<file path="config.mk">
export PLATFORM = sky130hd
export DESIGN_NAME = bsnd_sender
export DESIGN_NICKNAME = d
export VERILOG_FILES = /design/src/rtl/bsnd_pkg.sv /design/src/rtl/bsnd_timeout.sv /design/src/rtl/bsnd_progress.sv /design/src/rtl/bsnd_sender.sv
export SDC_FILE = /design/constraint.sdc
export NUM_CORES = 1
export LEC_CHECK = 0
export BUFFER_PORTS_ARGS = -buffer_cell sky130_fd_sc_hd__buf_2
export CAP_MARGIN = 5
export CORE_ASPECT_RATIO = 0.9
export CORE_UTILIZATION = 45
export DETAILED_ROUTE_END_ITERATION = 8
export PLACE_DENSITY = 0.66
export SYNTH_ARGS = -nofsm -noshare
export SYNTH_HDL_FRONTEND = slang
export SYNTH_HIERARCHICAL = 1
export SYNTH_SLANG_ARGS = --single-unit
</file>
<file path="constraint.sdc">
create_clock -name clk -period 2.65 [get_ports clk]
set_input_delay 0.1325 -clock clk [delete_from_list [all_inputs] [get_ports clk]]
set_output_delay 0.1325 -clock clk [all_outputs]
set_load 0.05 [all_outputs]
</file>
<file path="src/rtl/bsnd_pkg.sv">
package bsnd_pkg;

    typedef enum logic [2:0] {
        ST_IDLE,
        ST_ANNOUNCE,
        ST_WAIT_SIZE,
        ST_SEND,
        ST_WAIT_ACK
    } snd_state_e;

    typedef enum logic [1:0] {
        RX_ACK  = 2'b00,
        RX_NACK = 2'b01,
        RX_SIZE = 2'b10,
        RX_RSVD = 2'b11
    } rx_kind_e;

    typedef struct packed {
        logic is_ack;
        logic is_nack;
        logic is_size;
    } rx_decode_t;

    function automatic rx_decode_t decode_rx(input logic vld, input logic [1:0] kind);
        rx_decode_t d;
        d.is_ack  = vld && (kind == RX_ACK);
        d.is_nack = vld && (kind == RX_NACK);
        d.is_size = vld && (kind == RX_SIZE);
        return d;
    endfunction

endpackage

</file>
<file path="src/rtl/bsnd_timeout.sv">
module bsnd_timeout #(
    parameter int TMO_CYC = 100000
) (
    input  logic clk,
    input  logic rst,
    input  logic run,
    input  logic reload,
    output logic expired
);
    localparam int W = $clog2(TMO_CYC + 1);

    logic [W-1:0] cnt_q;

    always_ff @(posedge clk) begin
        if (rst || !run || reload) begin
            cnt_q <= '0;
        end else begin
            cnt_q <= cnt_q + W'(1);
        end
    end

    // fires in the last cycle of the allowed silent window
    assign expired = run && !reload && (cnt_q == W'(TMO_CYC - 1));

endmodule

</file>
<file path="src/rtl/bsnd_progress.sv">
module bsnd_progress #(
    parameter int CNT_W = 16
) (
    input  logic             clk,
    input  logic             rst,
    input  logic             load_n,
    input  logic [CNT_W-1:0] n_in,
    input  logic             load_p,
    input  logic [CNT_W-1:0] p_in,
    input  logic             restart,
    input  logic             new_burst,
    input  logic             advance,
    output logic [CNT_W-1:0] n_out,
    output logic [CNT_W-1:0] next_idx,
    output logic             last_of_burst,
    output logic             all_sent
);
    logic [CNT_W-1:0] n_q;
    logic [CNT_W-1:0] p_q;
    logic [CNT_W-1:0] sent_q;
    logic [CNT_W-1:0] inb_q;

    always_ff @(posedge clk) begin
        if (rst) begin
            n_q    <= '0;
            p_q    <= '0;
            sent_q <= '0;
            inb_q  <= '0;
        end else begin
            if (load_n) n_q <= n_in;
            if (load_p) p_q <= p_in;
            if (restart) begin
                sent_q <= '0;
                inb_q  <= '0;
            end else if (new_burst) begin
                inb_q <= '0;
            end else if (advance) begin
                sent_q <= sent_q + CNT_W'(1);
                inb_q  <= inb_q + CNT_W'(1);
            end
        end
    end

    assign n_out         = n_q;
    assign next_idx      = sent_q + CNT_W'(1);
    assign last_of_burst = ((inb_q + CNT_W'(1)) == p_q) || ((sent_q + CNT_W'(1)) == n_q);
    assign all_sent      = (sent_q == n_q);

endmodule

</file>
<file path="src/rtl/bsnd_sender.sv">
module bsnd_sender
    import bsnd_pkg::*;
#(
    parameter int CNT_W   = 16,
    parameter int TMO_CYC = 100000
) (
    input  logic             clk,
    input  logic             rst,
    input  logic             start_i,
    input  logic [CNT_W-1:0] total_pkts_i,
    output logic             busy_o,
    output logic             done_o,
    output logic             abort_o,
    output logic             ctl_valid_o,
    output logic [CNT_W-1:0] ctl_count_o,
    input  logic             rx_valid_i,
    input  logic [1:0]       rx_kind_i,
    input  logic [CNT_W-1:0] rx_data_i,
    output logic             pkt_req_o,
    output logic [CNT_W-1:0] pkt_idx_o,
    input  logic             pkt_ack_i
);
    snd_state_e st_q, st_d;
    rx_decode_t rxd;
    logic done_d, abort_d;
    logic load_n, load_p, restart, new_burst, advance;
    logic last_of_burst, all_sent;
    logic in_wait, frame_take, tmo_exp;
    logic [CNT_W-1:0] n_cur, nxt_idx;

    assign rxd     = decode_rx(rx_valid_i, rx_kind_i);
    assign in_wait = (st_q == ST_WAIT_SIZE) || (st_q == ST_WAIT_ACK);
    assign frame_take = ((st_q == ST_WAIT_SIZE) && rxd.is_size) ||
                        ((st_q == ST_WAIT_ACK) && (rxd.is_ack || rxd.is_nack));

    bsnd_timeout #(.TMO_CYC(TMO_CYC)) u_tmo (
        .clk     (clk),
        .rst     (rst),
        .run     (in_wait),
        .reload  (frame_take),
        .expired (tmo_exp)
    );

    bsnd_progress #(.CNT_W(CNT_W)) u_prog (
        .clk           (clk),
        .rst           (rst),
        .load_n        (load_n),
        .n_in          (total_pkts_i),
        .load_p        (load_p),
        .p_in          (rx_data_i),
        .restart       (restart),
        .new_burst     (new_burst),
        .advance       (advance),
        .n_out         (n_cur),
        .next_idx      (nxt_idx),
        .last_of_burst (last_of_burst),
        .all_sent      (all_sent)
    );

    always_comb begin
        st_d      = st_q;
        done_d    = 1'b0;
        abort_d   = 1'b0;
        load_n    = 1'b0;
        load_p    = 1'b0;
        restart   = 1'b0;
        new_burst = 1'b0;
        advance   = 1'b0;
        unique case (st_q)
            ST_IDLE: begin
                if (start_i) begin
                    if (total_pkts_i == '0) begin
                        abort_d = 1'b1;
                    end else begin
                        load_n = 1'b1;
                        st_d   = ST_ANNOUNCE;
                    end
                end
            end
            ST_ANNOUNCE: st_d = ST_WAIT_SIZE;
            ST_WAIT_SIZE: begin
                if (rxd.is_size) begin
                    if (rx_data_i == '0) begin
                        abort_d = 1'b1;
                        st_d    = ST_IDLE;
                    end else begin
                        load_p  = 1'b1;
                        restart = 1'b1;
                        st_d    = ST_SEND;
                    end
                end else if (tmo_exp) begin
                    abort_d = 1'b1;
                    st_d    = ST_IDLE;
                end
            end
            ST_SEND: begin
                if (pkt_ack_i) begin
                    advance = 1'b1;
                    if (last_of_burst) st_d = ST_WAIT_ACK;
                end
            end
            ST_WAIT_ACK: begin
                if (rxd.is_ack) begin
                    if (all_sent) begin
                        done_d = 1'b1;
                        st_d   = ST_IDLE;
                    end else begin
                        new_burst = 1'b1;
                        st_d      = ST_SEND;
                    end
                end else if (rxd.is_nack) begin
                    restart = 1'b1;
                    st_d    = ST_SEND;
                end else if (tmo_exp) begin
                    abort_d = 1'b1;
                    st_d    = ST_IDLE;
                end
            end
            default: st_d = ST_IDLE;
        endcase
    end

    always_ff @(posedge clk) begin
        if (rst) begin
            st_q    <= ST_IDLE;
            done_o  <= 1'b0;
            abort_o <= 1'b0;
        end else begin
            st_q    <= st_d;
            done_o  <= done_d;
            abort_o <= abort_d;
        end
    end

    assign busy_o      = (st_q != ST_IDLE);
    assign ctl_valid_o = (st_q == ST_ANNOUNCE);
    assign ctl_count_o = n_cur;
    assign pkt_req_o   = (st_q == ST_SEND);
    assign pkt_idx_o   = nxt_idx;

endmodule

</file>
======== After elaboration in Yosys (flattened, before gate mapping) ========
Cells that the tools add are included.
cells by class
  add/sub/neg operators ................... 3
  eq/ne operators ......................... 14
  multiplexer cells ....................... 34
  bitwise logic cells ..................... 3
  reduce and logical (&&, ||, !) cells .... 25
operators by type and width
  operator                 count
  $eq A16 B16 Y1           3
  $add A16 B1 Y16 const B  2
  $logic_not A16 Y1        2
  $mux W3                  8
  $mux W1                  21
  $add A17 B1 Y17 const B  1
  $eq A17 B17 Y1 const B   1
  $pmux W3 S5              1
  $logic_and A1 B1 Y1      7
  $eq A3 B2 Y1 const B     2
  $logic_or A1 B1 Y1       6
  $reduce_or A3 Y1         2
  $mux W2                  2
  $ne A2 B1 Y1 const B     2
  $ne A2 B2 Y1 const B     2
  $reduce_and A4 Y1        1
  $eq A3 B1 Y1 const B     1
  $eq A3 B3 Y1 const B     1
  $logic_not A3 Y1         1
  $not A1 Y1               3
  $pmux W1 S3              1
  $reduce_bool A3 Y1       1
  $eq A2 B1 Y1 const B     1
  $eq A2 B2 Y1 const B     1
  5 further kinds          6
storage, ports and cells
  register bits ........................... 86
  output and inout bits ................... 37

======== Longest topological paths before layout ========
  depth after elaboration ................. 12
  mapped depth ............................ 11

======== Cells and area by module ========
Netlist, hierarchy kept.
by module, submodules not included
  module         instances  cells an instance  area each (um^2)
  bsnd_progress  1          418                3661.0
  bsnd_timeout   1          94                 818.3
  bsnd_sender    1          66                 504.2

======== Worst setup path before layout ========
Ideal clock, no wire load.
  path kind ............................... register to register
  start point ............................. register u_prog.sent_q[0]
  end point ............................... register st_q[1]
  data arrival time ....................... 2.461 ns
  required time ........................... 2.527 ns
  slack ................................... 0.067 ns
  cell stages (with the launch flop) ...... 10
  path buffers ............................ 0
  clock period less this slack ............ 2.583 ns
  cells stage by stage .................... dfxtp_1 -> ha_1 -> xor2_1 -> xor2_1 -> nor3_1 -> nand4_1 -> o32ai_2 -> nand3_1 -> a31oi_1 -> a21oi_1
on the way
  longest elaborated chain between the ends .. 5
  elaborated cells on any way between the ends .. 9
  those cells by class .................... 1 x add/sub; 3 x eq/ne; 3 x mux; 2 x reduce/logical
ends and longest elaborated chain
  item                         RTL line             source
  from (decl)                  bsnd_progress.sv:20  logic [CNT_W-1:0] sent_q;
  from (signal assigned)       bsnd_progress.sv:38  sent_q <= sent_q + CNT_W'(1);
  $add A16 B1 Y16              --
  via pkt_idx_o[2]             bsnd_sender.sv:20    output logic [CNT_W-1:0] pkt_idx_o,
  $eq A16 B16 Y1               bsnd_progress.sv:46  assign last_of_burst = ((inb_q + CNT_W'(1)) == p_q) || ((sent_q + CNT_W'(1)) == n_q);
  $logic_or A1 B1 Y1           bsnd_progress.sv:46
  via last_of_burst            bsnd_sender.sv:27    logic last_of_burst, all_sent;
  $ne A2 B1 Y1 (no line)       --
  $reduce_and A4 Y1 (no line)  --
  to (signal assigned)         bsnd_sender.sv:129   st_q <= st_d;
  to (decl)                    bsnd_sender.sv:23    snd_state_e st_q, st_d;
The timed path passes the listed nets, and every way through them passes these cells.
A chain may end at the register's enable or synchronous reset.

======== Worst setup path in the final report ========
  start point ............................. register u_prog.sent_q[1]
  end point ............................... register st_q[1]
on the way
  longest elaborated chain between the ends .. 5
  elaborated cells on any way between the ends .. 9
  those cells by class .................... 1 x add/sub; 3 x eq/ne; 3 x mux; 2 x reduce/logical
ends and longest elaborated chain
  item                         RTL line
  $add A16 B1 Y16              bsnd_progress.sv:46
  $eq A16 B16 Y1               bsnd_progress.sv:46
  $logic_or A1 B1 Y1           bsnd_progress.sv:46
  via last_of_burst            bsnd_sender.sv:27
  $ne A2 B1 Y1 (no line)       --
  $reduce_and A4 Y1 (no line)  --
The timed path passes the listed nets, and every way through them passes these cells.

==> run metrics <==
status completed; clock tree buffer depth 2; count of final setup violators 0; Avg Inst Size Synth 8.62 µm²; RSZ-0062 raised after global routing no; Die Y 102 µm; gr usage total 21.5%; drt first-iter violations 260; Peak VDD IR 251 µV; Seq/Total Area, Yosys 34.5%; Ports 76; Syn Nets 620; Leak 2.22 nW; core area 10800 µm²; H-tree levels 3; Routed Antenna Nets 0; dpl ws 0.0788 ns; Post-Synthesis Cells 578; cts hold-fix bufs 0; startpoint class of the critical path flop; first-pass GRT wire length 19.5 mm; initial core utilization 46.1%; DR vias/cell 5.50; routed vias 4282; relative slew slack 56.8%; total CTS buffers 9; Crit. End Element flop; clock latency on the worst-skew pair 0.34 ns; Filler cells 1035; FFs w/ async S/R, synth 0%; CP arrival 2.75 ns; Final min period 2.52 ns; Crit path top cell by count nand3_1; DIE AREA 11500 µm²; CP max stage delay 0.40 ns; Routed WL 12.2 mm; FF+latch area 1720 µm²; Pwr Density 529 nW/µm²; vias in the first global route 3898; area occupied by multi-input gates 3010 µm²; drt wl/cell 15.7 µm; setup ws final 0.125 ns; overall power 0.00302 W; DRC 0; Synth-to-Final Area Change 14.5%; critical path buffer and inverter count 0; row count 36; clock skew 0.00752 ns; Final nets 683; Top Family by Delay on Critical Path compound AO/OA/AOI/OAI gates; Synth Flop Type dfxtp_1; Reg2Reg Setup Slack 0.13 ns; Port Buffers 75; crit path kind reg -> reg; RD Place Congestion 0.929; worst slew pin tran 0.648 ns; chip width 113 µm; CTS tree built; antenna cells 0; Yosys warnings 6; Max Clk Rate 396 MHz; crit share post-route 95.3%; commonest non-fill, non-tap cells in the layout 84 x dfxtp_1, 81 x nor2_1, 76 x buf_2, 47 x xnor2_1, 43 x xor2_1; library cells used by synthesis 62; post-synthesis register bit count 86; Worst Hold Class in -> reg; post-detail-place hpwl 9.15 mm; Hold Violations, Final 0; layout cells sized above 1 20.3%; Worst EP required 2.88 ns; most common cell after layout, fill and taps aside dfxtp_1; fin. max-slew vios 0; Max Cap Viol 0; clk slew on worst S/H paths 0.06 ns; slowest stage cell, crit path dfxtp_1; TritonRoute pass-1 iters 5; crit path cell chain ha_1 -> and3_1 -> nand3_1 -> o31ai_2 -> nand4_1 -> o32ai_2 -> nand3_1 -> a31oi_1 -> a21oi_1; GRT Residual Overflow 0; cell area after synthesis 4980 µm²; Clock Sinks 86; TNS Setup 0 ns; maximum net fanout on the critical path 5; largest net degree at the start of global routing 31; number of antenna violations at the first check in global routing 0; clock root cell clkbuf_16; Post-synth EDFFs 0
## metrics by stage
stage / cells / cell area, µm² / hold slack [ns] / utilization (%)
3_5_place_dp: 762 / 5390 / 0.388 / 49.9
6_report: 779 / 5710 / 0.0391 / 52.8
2_1_floorplan: 578 / 4980 / 0.202 / -
5_1_grt: 779 / 5710 / 0.0479 / 52.8
4_1_cts: 778 / 5670 / 0.0354 / 52.5
3_3_place_gp: 762 / 5390 / 0.382 / 49.9
## kinds of logic (layout without fill, tap and decap cells)
group | count (synthesis) | in the layout | synth area share [%]
xor+xnor | 90 | 90 | 15.8
buf+inv | 49 | 117 | 5.62
fa+ha+maj | 3 | 3 | 0.753
mux | 41 | 41 | 8.26
flops | 86 | 86 | 34.5
simple gates | 253 | 253 | 27.7
compound gates | 56 | 56 | 7.28
## worst reg2reg max path, delay by kind of cell (launching register included)
family / cells / cell delay [ns]
AND/OR/NAND/NOR: 4 / 0.78
flip-flops: 1 / 0.40
adder cells (fa/ha/maj): 1 / 0.26
AO/OA/AOI/OAI: 4 / 0.97
## sequential cells by signal (all words and copies together), names as in the netlist
name           flops
u_prog/inb_q      16
u_tmo/cnt_q       17
done_o             1
u_prog/sent_q     16
abort_o            1
u_prog/p_q        16
u_prog/n_out      16
st_q               3
## timing repair
| action | in CTS | in global routing |
|---|---|---|
| resized for setup | 0 | 8 |
| endpoints found under the setup margin | 0 | 11 |
| buffers inserted | 0 | 0 |
| hold endpoints to repair | 0 | 0 |
## layer usage
layer	up-vias	GRT usage (%)	share of wire, %
li1	2134	-	-
met1	2010	30.1	49
met2	119	32.8	44
met3	19	4.39	5.1
met4	0	8.00	2.0
met5	-	0	0
## Yosys cell counts, types with 9 or more instances
cell | number | area, µm²
nor2_1 | 81 | 304
nor4_1 | 18 | 113
nand2b_1 | 11 | 68.8
o21ai_0 | 11 | 55.1
mux2i_1 | 40 | 400
nand2_1 | 35 | 131
buf_2 | 9 | 45.0
a21oi_1 | 18 | 90.1
xor2_1 | 43 | 377
dfxtp_1 | 86 | 1720
inv_1 | 11 | 41.3
xnor2_1 | 47 | 412
clkbuf_1 | 17 | 63.8
nand4_1 | 26 | 163
nand3_1 | 22 | 110
## final timing paths
path	from	to	cells past startpoint
worst max-delay path	u_prog/sent_q[1]	st_q[1]	9
worst min-delay path	rx_data_i[4]	u_prog/p_q[4]	3
worst max register to register	u_prog/sent_q[1]	st_q[1]	9
worst min register to register	u_tmo/cnt_q[0]	u_tmo/cnt_q[0]	1
## power by group
| group | leakage (nW) | internal, W | switching (W) |
|---|---|---|---|
| clock | 0.135 | 0.000661 | 0.000522 |
| combinational | 1.39 | 0.000164 | 0.000302 |
| sequential | 0.697 | 0.00133 | 0.0000477 |
| total | 2.22 | 0.00215 | 0.000871 |
## final cells by class
cell class	count	share of cell area (%)
well taps	133	2.92
clock buffers	11	4.25
inverters	11	0.724
flip-flops and latches	86	30.2
repair buffers	90	8.51
multi-input cells	443	52.8
clock inverters	5	0.614
No activity file was read; power rests on OpenSTA's default activity.
